==> src/rtl/lc_pkg.sv <==
package lc_pkg;
    localparam int NUM_PIPES = 2;
    localparam int CH_W      = 8;
    localparam int ARGB_W    = 4 * CH_W;

    localparam logic [CH_W-1:0] ALPHA_OPAQUE = 8'hFF;

    typedef struct packed {
        logic [CH_W-1:0] a;
        logic [CH_W-1:0] r;
        logic [CH_W-1:0] g;
        logic [CH_W-1:0] b;
    } argb_t;

    typedef struct packed {
        logic [CH_W-1:0] r;
        logic [CH_W-1:0] g;
        logic [CH_W-1:0] b;
    } rgb_t;
endpackage

==> src/rtl/lc_scan.sv <==
// Raster coordinate generator: x runs fastest, one pixel per cycle.
module lc_scan #(
    parameter int COORD_W = 8
) (
    input  logic               clk,
    input  logic               rst_n,
    input  logic               start,
    input  logic [COORD_W-1:0] disp_w,
    input  logic [COORD_W-1:0] disp_h,
    output logic               pix_valid,
    output logic               pix_last,
    output logic [COORD_W-1:0] pix_x,
    output logic [COORD_W-1:0] pix_y
);
    localparam logic [COORD_W-1:0] ONE = 1;

    typedef struct packed {
        logic               busy;
        logic [COORD_W-1:0] x;
        logic [COORD_W-1:0] y;
    } scan_t;

    scan_t st_d, st_q;
    logic  row_end;
    logic  col_end;
    logic  size_ok;

    assign row_end = (st_q.x == disp_w - ONE);
    assign col_end = (st_q.y == disp_h - ONE);
    assign size_ok = (disp_w != '0) && (disp_h != '0);

    always_comb begin
        st_d = st_q;
        if (!st_q.busy) begin
            if (start && size_ok) begin
                st_d.busy = 1'b1;
                st_d.x    = '0;
                st_d.y    = '0;
            end
        end else if (row_end) begin
            st_d.x = '0;
            if (col_end) begin
                st_d.busy = 1'b0;
            end else begin
                st_d.y = st_q.y + ONE;
            end
        end else begin
            st_d.x = st_q.x + ONE;
        end
    end

    always_ff @(posedge clk) begin
        if (!rst_n) begin
            st_q <= '0;
        end else begin
            st_q <= st_d;
        end
    end

    assign pix_valid = st_q.busy;
    assign pix_last  = st_q.busy && row_end && col_end;
    assign pix_x     = st_q.x;
    assign pix_y     = st_q.y;
endmodule

==> src/rtl/lc_pipe_resolve.sv <==
// Picks the winning layer pixel of one pipe at one coordinate.
module lc_pipe_resolve
    import lc_pkg::*;
#(
    parameter int NUM_LAYERS     = 4,
    parameter int COORD_W        = 8,
    parameter int PRIO_W         = 2,
    parameter bit PIPE_SEL       = 1'b0,
    parameter bit DROP_LOW_ALPHA = 1'b0
) (
    input  logic [NUM_LAYERS-1:0]         lay_en,
    input  logic [NUM_LAYERS-1:0]         lay_pipe,
    input  logic [NUM_LAYERS*PRIO_W-1:0]  lay_prio,
    input  logic [NUM_LAYERS*COORD_W-1:0] lay_x,
    input  logic [NUM_LAYERS*COORD_W-1:0] lay_y,
    input  logic [NUM_LAYERS*COORD_W-1:0] lay_w,
    input  logic [NUM_LAYERS*COORD_W-1:0] lay_h,
    input  logic [NUM_LAYERS*ARGB_W-1:0]  lay_argb,
    input  logic [COORD_W-1:0]            pos_x,
    input  logic [COORD_W-1:0]            pos_y,
    output logic                          hit,
    output argb_t                         px
);
    localparam int EXT_W = COORD_W + 1;

    logic [NUM_LAYERS-1:0] covers;
    logic [EXT_W-1:0]      px_ext;
    logic [EXT_W-1:0]      py_ext;

    assign px_ext = {1'b0, pos_x};
    assign py_ext = {1'b0, pos_y};

    for (genvar i = 0; i < NUM_LAYERS; i++) begin : g_cover
        logic [EXT_W-1:0] x0, y0, x1, y1;
        assign x0 = {1'b0, lay_x[i*COORD_W +: COORD_W]};
        assign y0 = {1'b0, lay_y[i*COORD_W +: COORD_W]};
        assign x1 = x0 + {1'b0, lay_w[i*COORD_W +: COORD_W]};
        assign y1 = y0 + {1'b0, lay_h[i*COORD_W +: COORD_W]};
        assign covers[i] = lay_en[i] && (lay_pipe[i] == PIPE_SEL) &&
                           (px_ext >= x0) && (px_ext < x1) &&
                           (py_ext >= y0) && (py_ext < y1);
    end

    logic              found;
    logic [PRIO_W-1:0] best_prio;
    argb_t             best_px;

    // Strict greater-than keeps the lowest index on a priority tie.
    always_comb begin
        found     = 1'b0;
        best_prio = '0;
        best_px   = '0;
        for (int i = 0; i < NUM_LAYERS; i++) begin
            if (covers[i] && (!found || lay_prio[i*PRIO_W +: PRIO_W] > best_prio)) begin
                found     = 1'b1;
                best_prio = lay_prio[i*PRIO_W +: PRIO_W];
                best_px   = argb_t'(lay_argb[i*ARGB_W +: ARGB_W]);
            end
        end
    end

    if (DROP_LOW_ALPHA) begin : g_drop
        // A translucent lowest-priority winner is discarded entirely.
        assign hit = found && !((best_prio == '0) && (best_px.a != ALPHA_OPAQUE));
    end else begin : g_keep
        assign hit = found;
    end

    assign px = best_px;
endmodule

==> src/rtl/lc_blend.sv <==
// Rounded per-channel alpha blend of an upper color over a lower color.
module lc_blend
    import lc_pkg::*;
(
    input  logic [CH_W-1:0] alpha,
    input  rgb_t            upper,
    input  rgb_t            lower,
    output rgb_t            mix
);
    localparam int ACC_W = 2 * CH_W;

    function automatic logic [CH_W-1:0] mix_ch(
        input logic [CH_W-1:0] a,
        input logic [CH_W-1:0] u,
        input logic [CH_W-1:0] l
    );
        logic [ACC_W-1:0] acc;
        acc = ACC_W'(a) * ACC_W'(u) +
              ACC_W'(ALPHA_OPAQUE - a) * ACC_W'(l) +
              ACC_W'(127);
        return CH_W'(acc / ACC_W'(255));
    endfunction

    assign mix.r = mix_ch(alpha, upper.r, lower.r);
    assign mix.g = mix_ch(alpha, upper.g, lower.g);
    assign mix.b = mix_ch(alpha, upper.b, lower.b);
endmodule

==> src/rtl/layer_compositor.sv <==
module layer_compositor
    import lc_pkg::*;
#(
    parameter int NUM_LAYERS = 4,
    parameter int COORD_W    = 8,
    parameter int PRIO_W     = 2
) (
    input  logic                          clk,
    input  logic                          rst_n,
    input  logic                          start,
    input  logic [COORD_W-1:0]            disp_w,
    input  logic [COORD_W-1:0]            disp_h,
    input  logic                          bg_wr,
    input  logic [23:0]                   bg_rgb,
    input  logic [NUM_LAYERS-1:0]         lay_en,
    input  logic [NUM_LAYERS-1:0]         lay_pipe,
    input  logic [NUM_LAYERS*PRIO_W-1:0]  lay_prio,
    input  logic [NUM_LAYERS*COORD_W-1:0] lay_x,
    input  logic [NUM_LAYERS*COORD_W-1:0] lay_y,
    input  logic [NUM_LAYERS*COORD_W-1:0] lay_w,
    input  logic [NUM_LAYERS*COORD_W-1:0] lay_h,
    input  logic [NUM_LAYERS*32-1:0]      lay_argb,
    output logic                          pix_valid,
    output logic [COORD_W-1:0]            pix_x,
    output logic [COORD_W-1:0]            pix_y,
    output logic                          out_valid,
    output logic                          out_last,
    output logic [COORD_W-1:0]            out_x,
    output logic [COORD_W-1:0]            out_y,
    output logic [23:0]                   out_rgb
);
    typedef struct packed {
        logic                         valid;
        logic                         last;
        logic [COORD_W-1:0]           x;
        logic [COORD_W-1:0]           y;
        logic [NUM_PIPES-1:0]         hit;
        argb_t [NUM_PIPES-1:0]        px;
    } resolve_t;

    typedef struct packed {
        logic               valid;
        logic               last;
        logic [COORD_W-1:0] x;
        logic [COORD_W-1:0] y;
        rgb_t               rgb;
    } emit_t;

    typedef struct packed {
        rgb_t     bg;
        resolve_t s1;
        emit_t    s2;
    } state_t;

    state_t st_d, st_q;

    // Coordinate generator
    logic scan_last;

    lc_scan #(.COORD_W(COORD_W)) u_scan (
        .clk      (clk),
        .rst_n    (rst_n),
        .start    (start),
        .disp_w   (disp_w),
        .disp_h   (disp_h),
        .pix_valid(pix_valid),
        .pix_last (scan_last),
        .pix_x    (pix_x),
        .pix_y    (pix_y)
    );

    // Per-pipe priority resolution
    logic [NUM_PIPES-1:0]  pipe_hit;
    argb_t [NUM_PIPES-1:0] pipe_px;

    for (genvar p = 0; p < NUM_PIPES; p++) begin : g_pipe
        lc_pipe_resolve #(
            .NUM_LAYERS    (NUM_LAYERS),
            .COORD_W       (COORD_W),
            .PRIO_W        (PRIO_W),
            .PIPE_SEL      (p == 1),
            .DROP_LOW_ALPHA(p == 0)
        ) u_res (
            .lay_en  (lay_en),
            .lay_pipe(lay_pipe),
            .lay_prio(lay_prio),
            .lay_x   (lay_x),
            .lay_y   (lay_y),
            .lay_w   (lay_w),
            .lay_h   (lay_h),
            .lay_argb(lay_argb),
            .pos_x   (pix_x),
            .pos_y   (pix_y),
            .hit     (pipe_hit[p]),
            .px      (pipe_px[p])
        );
    end

    // Bottom-up blend chain: background, then pipe 0, then pipe 1.
    rgb_t            layer_acc [NUM_PIPES+1];
    rgb_t            layer_mix [NUM_PIPES];
    logic [CH_W-1:0] eff_alpha [NUM_PIPES];

    assign layer_acc[0] = st_q.bg;

    for (genvar p = 0; p < NUM_PIPES; p++) begin : g_mix
        // The bottom pipe is drawn opaque.
        assign eff_alpha[p] = (p == 0) ? ALPHA_OPAQUE : st_q.s1.px[p].a;

        lc_blend u_blend (
            .alpha(eff_alpha[p]),
            .upper(rgb_t'({st_q.s1.px[p].r, st_q.s1.px[p].g, st_q.s1.px[p].b})),
            .lower(layer_acc[p]),
            .mix  (layer_mix[p])
        );

        assign layer_acc[p+1] = st_q.s1.hit[p] ? layer_mix[p] : layer_acc[p];
    end

    always_comb begin
        st_d = st_q;

        if (bg_wr) begin
            st_d.bg = rgb_t'(bg_rgb);
        end

        st_d.s1.valid = pix_valid;
        st_d.s1.last  = scan_last;
        st_d.s1.x     = pix_x;
        st_d.s1.y     = pix_y;
        st_d.s1.hit   = pipe_hit;
        st_d.s1.px    = pipe_px;

        st_d.s2.valid = st_q.s1.valid;
        st_d.s2.last  = st_q.s1.last;
        st_d.s2.x     = st_q.s1.x;
        st_d.s2.y     = st_q.s1.y;
        st_d.s2.rgb   = layer_acc[NUM_PIPES];
    end

    always_ff @(posedge clk) begin
        if (!rst_n) begin
            st_q <= '0;
        end else begin
            st_q <= st_d;
        end
    end

    assign out_valid = st_q.s2.valid;
    assign out_last  = st_q.s2.last;
    assign out_x     = st_q.s2.x;
    assign out_y     = st_q.s2.y;
    assign out_rgb   = st_q.s2.rgb;
endmodule

==> config.mk <==
export PLATFORM = sky130hd
export DESIGN_NAME = layer_compositor
export DESIGN_NICKNAME = d
export VERILOG_FILES = /design/src/rtl/lc_pkg.sv /design/src/rtl/lc_scan.sv /design/src/rtl/lc_pipe_resolve.sv /design/src/rtl/lc_blend.sv /design/src/rtl/layer_compositor.sv
export SDC_FILE = /design/constraint.sdc
export NUM_CORES = 2
export LEC_CHECK = 0
export ABC_CLOCK_PERIOD_IN_PS = 19350
export BUFFER_PORTS_ARGS = -buffer_cell sky130_fd_sc_hd__clkbuf_2
export CORE_ASPECT_RATIO = 0.5
export CORE_MARGIN = 2
export CORE_UTILIZATION = 25
export CTS_CLUSTER_SIZE = 30
export DETAILED_ROUTE_END_ITERATION = 8
export GPL_TIMING_DRIVEN = 1
export MAX_ROUTING_LAYER = met4
export PLACE_DENSITY = 0.44
export REMOVE_ABC_BUFFERS = 1
export SETUP_SLACK_MARGIN = 0.2
export SKIP_CTS_REPAIR_TIMING = 1
export SLEW_MARGIN = 5
export SYNTH_ARGS = -nofsm -noshare
export SYNTH_HDL_FRONTEND = slang
export SYNTH_SLANG_ARGS = --single-unit
==> constraint.sdc <==
create_clock -name clk -period 19.35 [get_ports clk]
set_clock_uncertainty 0.15 [all_clocks]
set_input_delay 0 -clock clk [delete_from_list [all_inputs] [get_ports clk]]
set_output_delay 0 -clock clk [all_outputs]
set_load 0.05 [all_outputs]
After elaboration in Yosys (flattened, before gate mapping)
Index checks and enable logic that the tools add are counted.
- register bits: 159
- output and inout bits: 59
- word-level logic and storage cells: 195
- add/sub/neg operators: 22
- div/mod/pow operators: 6
- equality and inequality tests: 5
- bitwise gates (word level): 4
- order comparisons: 22
- reductions and logical operators: 70
- multiplexer cells: 32
- multipliers: 9
- operators with widths (kind ; number):
    32-bit two-way mux ; 8
    16-bit by 7-bit adder with 16-bit output, second input constant ; 6
    16-bit by 8-bit divider with 16-bit output, second input constant ; 6
    8-bit by 8-bit adder with 9-bit output ; 8
    8-bit by 9-bit < comparator with 1-bit output ; 8
    8-bit greater-or-equal comparator ; 8
    1-bit logical AND ; 52
    16-bit adder ; 3
    8-bit by 8-bit multiplier with 16-bit output ; 3
    8-bit by 8-bit multiplier with 16-bit output, first input constant ; 3
    24-bit two-way mux ; 2
    17-bit two-way mux ; 2
    16-bit by 8-bit multiplier with 16-bit output ; 2
    8-bit two-way mux ; 3
    8-bit by 1-bit adder with 8-bit output, second input constant ; 2
    8-bit equality test ; 2
    9-bit by 9-bit multiplier with 16-bit output ; 1
    8-bit nonzero test ; 2
    8-bit by 1-bit subtractor with 8-bit output, second input constant ; 2
    2-bit two-way mux ; 7
    2-bit > comparator ; 6
    1-bit two-way mux ; 10
    8-bit by 8-bit subtractor with 9-bit output, first input constant ; 1
    8-bit inequality test, second input constant ; 1
    other kinds (7) ; 22

Logic depth before layout (Yosys ltp)
- word-level depth: 23
- depth in mapped cells: 83
- mapped depth without buffers: 75

Hierarchy
From an unflattened synthesis, not the netlist that was laid out.
- cell total of the unflattened synthesis: 7187
- area, all modules: 60027.6 µm²
- by module, submodules not included (module ; cells an instance ; area each (µm²) ; seq. area each (µm²) ; times used):
    lc_blend (g_mix[1].u_blend) ; 2508 ; 20380.8 ; 0.0 ; 1
    lc_blend (g_mix[0].u_blend) ; 2367 ; 19532.5 ; 0.0 ; 1
    lc_pipe_resolve (g_pipe[1].u_res) ; 820 ; 7148.1 ; 0.0 ; 1
    lc_pipe_resolve (g_pipe[0].u_res) ; 888 ; 6476.2 ; 0.0 ; 1
    layer_compositor ; 423 ; 5009.8 ; 2842.7 ; 1
    lc_scan ; 181 ; 1480.2 ; 340.3 ; 1

Worst setup path before layout
Ideal clock, no wire load.
- kind: reg2reg
- from: register st_q[47] in the netlist's numbering
- to: register st_q (netlist bit out_rgb[0])
- path buffers: 7
- cell stages (with the launch flop): 79
- arrival: 19.214 ns
- path slack: -0.100 ns
- setup time: 0.086 ns
- cells stage by stage: dfxtp_1 fa_1 inv_1 fa_1 inv_1 fa_1 inv_1 fa_1 inv_1 ha_1 buf_2 o21a_1 o21ai_1 or3_1 and3_1 buf_4 and3_1 a311oi_1 (+43 left out) buf_4 a311o_1 nand2_2 or4_1 a311o_1 buf_2 o211a_1 a211oi_2 nand3_1 a21o_1 nor3b_1 a41o_1 xor2_1 ha_1 or3b_2 o22ai_1 o2111ai_1 a221oi_2
- longest elaborated chain between the ends: 9
- RTL lines (element ; RTL line ; RTL):
    start, declared ; layer_compositor.sv:55 ; state_t st_d, st_q;
    start signal, assigned ; layer_compositor.sv:145 ; st_q <= st_d;
    8-bit by 8-bit multiplier with 16-bit output (*) ; lc_blend.sv:18 ; acc = ACC_W'(a) * ACC_W'(u) +
    16-bit by 7-bit adder with 16-bit output (*) ; lc_blend.sv:19 ; ACC_W'(ALPHA_OPAQUE - a) * ACC_W'(l) +
    16-bit by 8-bit divider with 16-bit output (*) ; lc_blend.sv:21 ; return CH_W'(acc / ACC_W'(255));
    24-bit two-way mux (*) ; layer_compositor.sv:117 ; assign layer_acc[p+1] = st_q.s1.hit[p] ? layer_mix[p] : layer_acc[p];
    16-bit by 8-bit multiplier with 16-bit output ; lc_blend.sv:19 ;
    16-bit adder ; lc_blend.sv:18 ;
    16-bit by 7-bit adder with 16-bit output ; lc_blend.sv:19 ;
    16-bit by 8-bit divider with 16-bit output ; lc_blend.sv:21 ;
    24-bit two-way mux (*) ; layer_compositor.sv:117 ;
Mark *: on every way between the ends. The rest lies on a longest branch, timed or not.
A chain may end at the register's enable or synchronous reset.

Worst setup path after layout
- from: register st_q[44] in the netlist's numbering
- to: register st_q (netlist bit out_rgb[0])
The elaborated chain is that of the path after synthesis.

==> run metrics <==
Tot GR Track Use 17.4%; CP Max Fanout 8; fin. max-slew vios 0; Non-Filler Instances 9357; DP Worst Slack -0.460 ns; vias in the first global route 43600; Initial Util 25.3%; max incr delay on CP 0.58 ns; XOR/XNOR Fraction of Synth Area 5.30%; final hold vios 4; violated checks hold timing; fin worst setup slack 0.124 ns; synthesized-area fraction occupied by adder cells 32.0%; Final Cycle Share 99.4%; Avg Cell Area, Syn 7.87 µm²; Crit Path Category reg -> reg; simple-gate portion of the synthesized area 22.9%; post-synthesis sequential area ratio 7.22%; mux share of post-synthesis cell area 3.20%; Critical Path Start Type flip-flop; min Tclk post-route 19.23 ns; Final Power 9.77 mW; final core utilization 35.3%; RSZ-0062 raised after global routing true; share of cells above drive strength 1 31.8%; wirelength, routed 156 mm; Nets 8222; initial antenna violation count 13; leading area contributor after synthesis fa_1; post-synthesis sequential element count 159; chip width 598 µm; count of cell types in the netlist 137; P_leak 29.3 nW; setup violators final 0; RD Place Congestion 0.873; Post-synth EDFFs 0; main combinational cell family by area after synthesis adder cells; vias per std cell 4.74; max_cap viols 0; commonest non-fill, non-tap cells in the layout buf_4, inv_1, nor2_1; most common cell after layout, fill and taps aside buf_4; clock-pin slew on the worst setup and hold paths 0.08 ns; Most Frequent Cell on Critical Path fa_1; Mapped Area 44100 µm²; Root Driver clkbuf_16; Final ANT Viol Nets 0; DIE AREA 180000 µm²; Worst-Margin Slew 1.21 ns; first-pass GRT wire length 242 mm; CTS tree built; IO Port Bufs 374; max_slew headroom 19.1%; via count 44300; top post-synthesis cells by area fa_1, ha_1, dfxtp_1; row count 108; Arr. time, crit path 19.53 ns; Crit. End Element flip-flop; slowest CP cell fa_2; final hold slack -0.0165 ns; largest net degree at the start of global routing 68; Post-synth ARST share 0%; Synth top area share 18.1%; dpl cells 9069; core region area 174000 µm²; ys flop type dfxtp_1; CTS Buf Count 17; area added between synthesis and finish 39.6%; status finished with violations; DRC 0; Post-Syn Instances 5602; grt total ovfl 0; worst hold path class in -> reg; WP data required 19.65 ns; Initial DRT Pass Iterations 5; Die H 301 µm; Clock Path Buffers 2; Power Dens Cells 159 nW/µm²; Ys Warns 0; wire length per cell 16.6 µm; Max Fclk 52.0 MHz; H-Tree Depth 4; Clock Sinks 159; number of DRC markers in iteration 0 1891; maximum vdd drop 181 µV; Boundary Pins 375; Compound-Gate Fraction of Synth Area 20.5%; Clock Latency Late Sink 0.55 ns; placed wire-length estimate 127 mm
final timing paths:
| kind | to | depth (start not counted) | startpoint | slack [ns] |
|---|---|---|---|---|
| hold / removal | u_scan.pix_y[1] | 7 | disp_w[0] | -0.02 |
| setup reg to reg | out_rgb[0] | 76 | st_q[44] | 0.12 |
| setup / recovery | out_rgb[0] | 76 | st_q[44] | 0.12 |
| hold reg to reg | out_y[0] | 1 | st_d[24] | 0.28 |
cell usage after synthesis (40+ instances only):
cell      number
inv_1        715
nor2_1       511
ha_1         482
fa_1         399
nand2_1      397
a21oi_1      249
nand3_1      183
o21ai_0      168
and2_1       166
xnor2_1      166
dfxtp_1      159
clkbuf_1     127
mux2i_1      118
a31oi_1      109
nor3_1       108
nand2b_1      95
or2_2         90
xor2_1        75
a21o_1        67
and3_1        63
buf_4         62
a211oi_1      52
nor2b_1       51
nand4_1       50
o211ai_1      50
o21a_1        50
o21bai_1      50
or3_1         45
o31ai_1       42
nor4_1        40
state kept, by name, indices dropped and copies added (netlist names):
signal,flops
st_q,50
layer_acc,24
out_rgb,24
st_d,18
eff_alpha,8
out_x,8
out_y,8
u_scan.pix_x,8
u_scan.pix_y,8
out_last,1
out_valid,1
u_scan.pix_valid,1
layer usage:
metal / vias to the layer above / global-route usage [%] / routed length, µm
li1: 22300 / - / -
met1: 21300 / 22.1 / 71900
met2: 631 / 29.3 / 75600
met3: 149 / 1.78 / 4430
met4: 0 / 4.46 / 3650
met5: - / - / 0
kinds of logic (layout without fill, tap and decap cells):
kind of cell / Yosys count / in the layout
fa+ha+maj: 890 / 890
flops: 159 / 159
buf+inv: 961 / 2397
simple gates: 1950 / 1950
xor+xnor: 253 / 253
mux: 136 / 136
other cells: 0 / 9
compound gates: 1253 / 1253
stage by stage:
step | area (µm²) | TNS [ns]
floorplan | 42800 | -1.27
global placement | 55400 | -1.78
detailed placement | 55400 | -1.32
CTS | 56100 | -1.66
global route | 61500 | -1.75
finish | 61500 | 0
where the power goes:
group          leakage, nW  switching (mW)  internal (mW)
clock                0.295           0.203          0.176
sequential            1.30         0.00500          0.333
combinational         27.7            4.57           4.48
critical path: cells and delay by family, from the launching register on:
| kind | cells | cell delay, ns |
|---|---|---|
| AOI/OAI and AO/OA | 24 | 4.79 |
| adders and majority gates | 14 | 5.96 |
| buffers and inverters | 13 | 1.51 |
| muxes | 1 | 0.34 |
| and+or+nand+nor | 21 | 5.44 |
| DFF | 1 | 0.32 |
| xor gates and xnor gates | 3 | 0.63 |
layout make-up:
class	count	area (µm²)
clock buffers	17	425
fillers	18500	113000
diodes	9	22.5
well taps	2310	2890
clock inverters	15	193
flip-flops and latches	159	3200
multi-input cells	4482	40100
repair buffers	1649	12000
inverters	716	2690
Power figures use the tool's default switching activity.
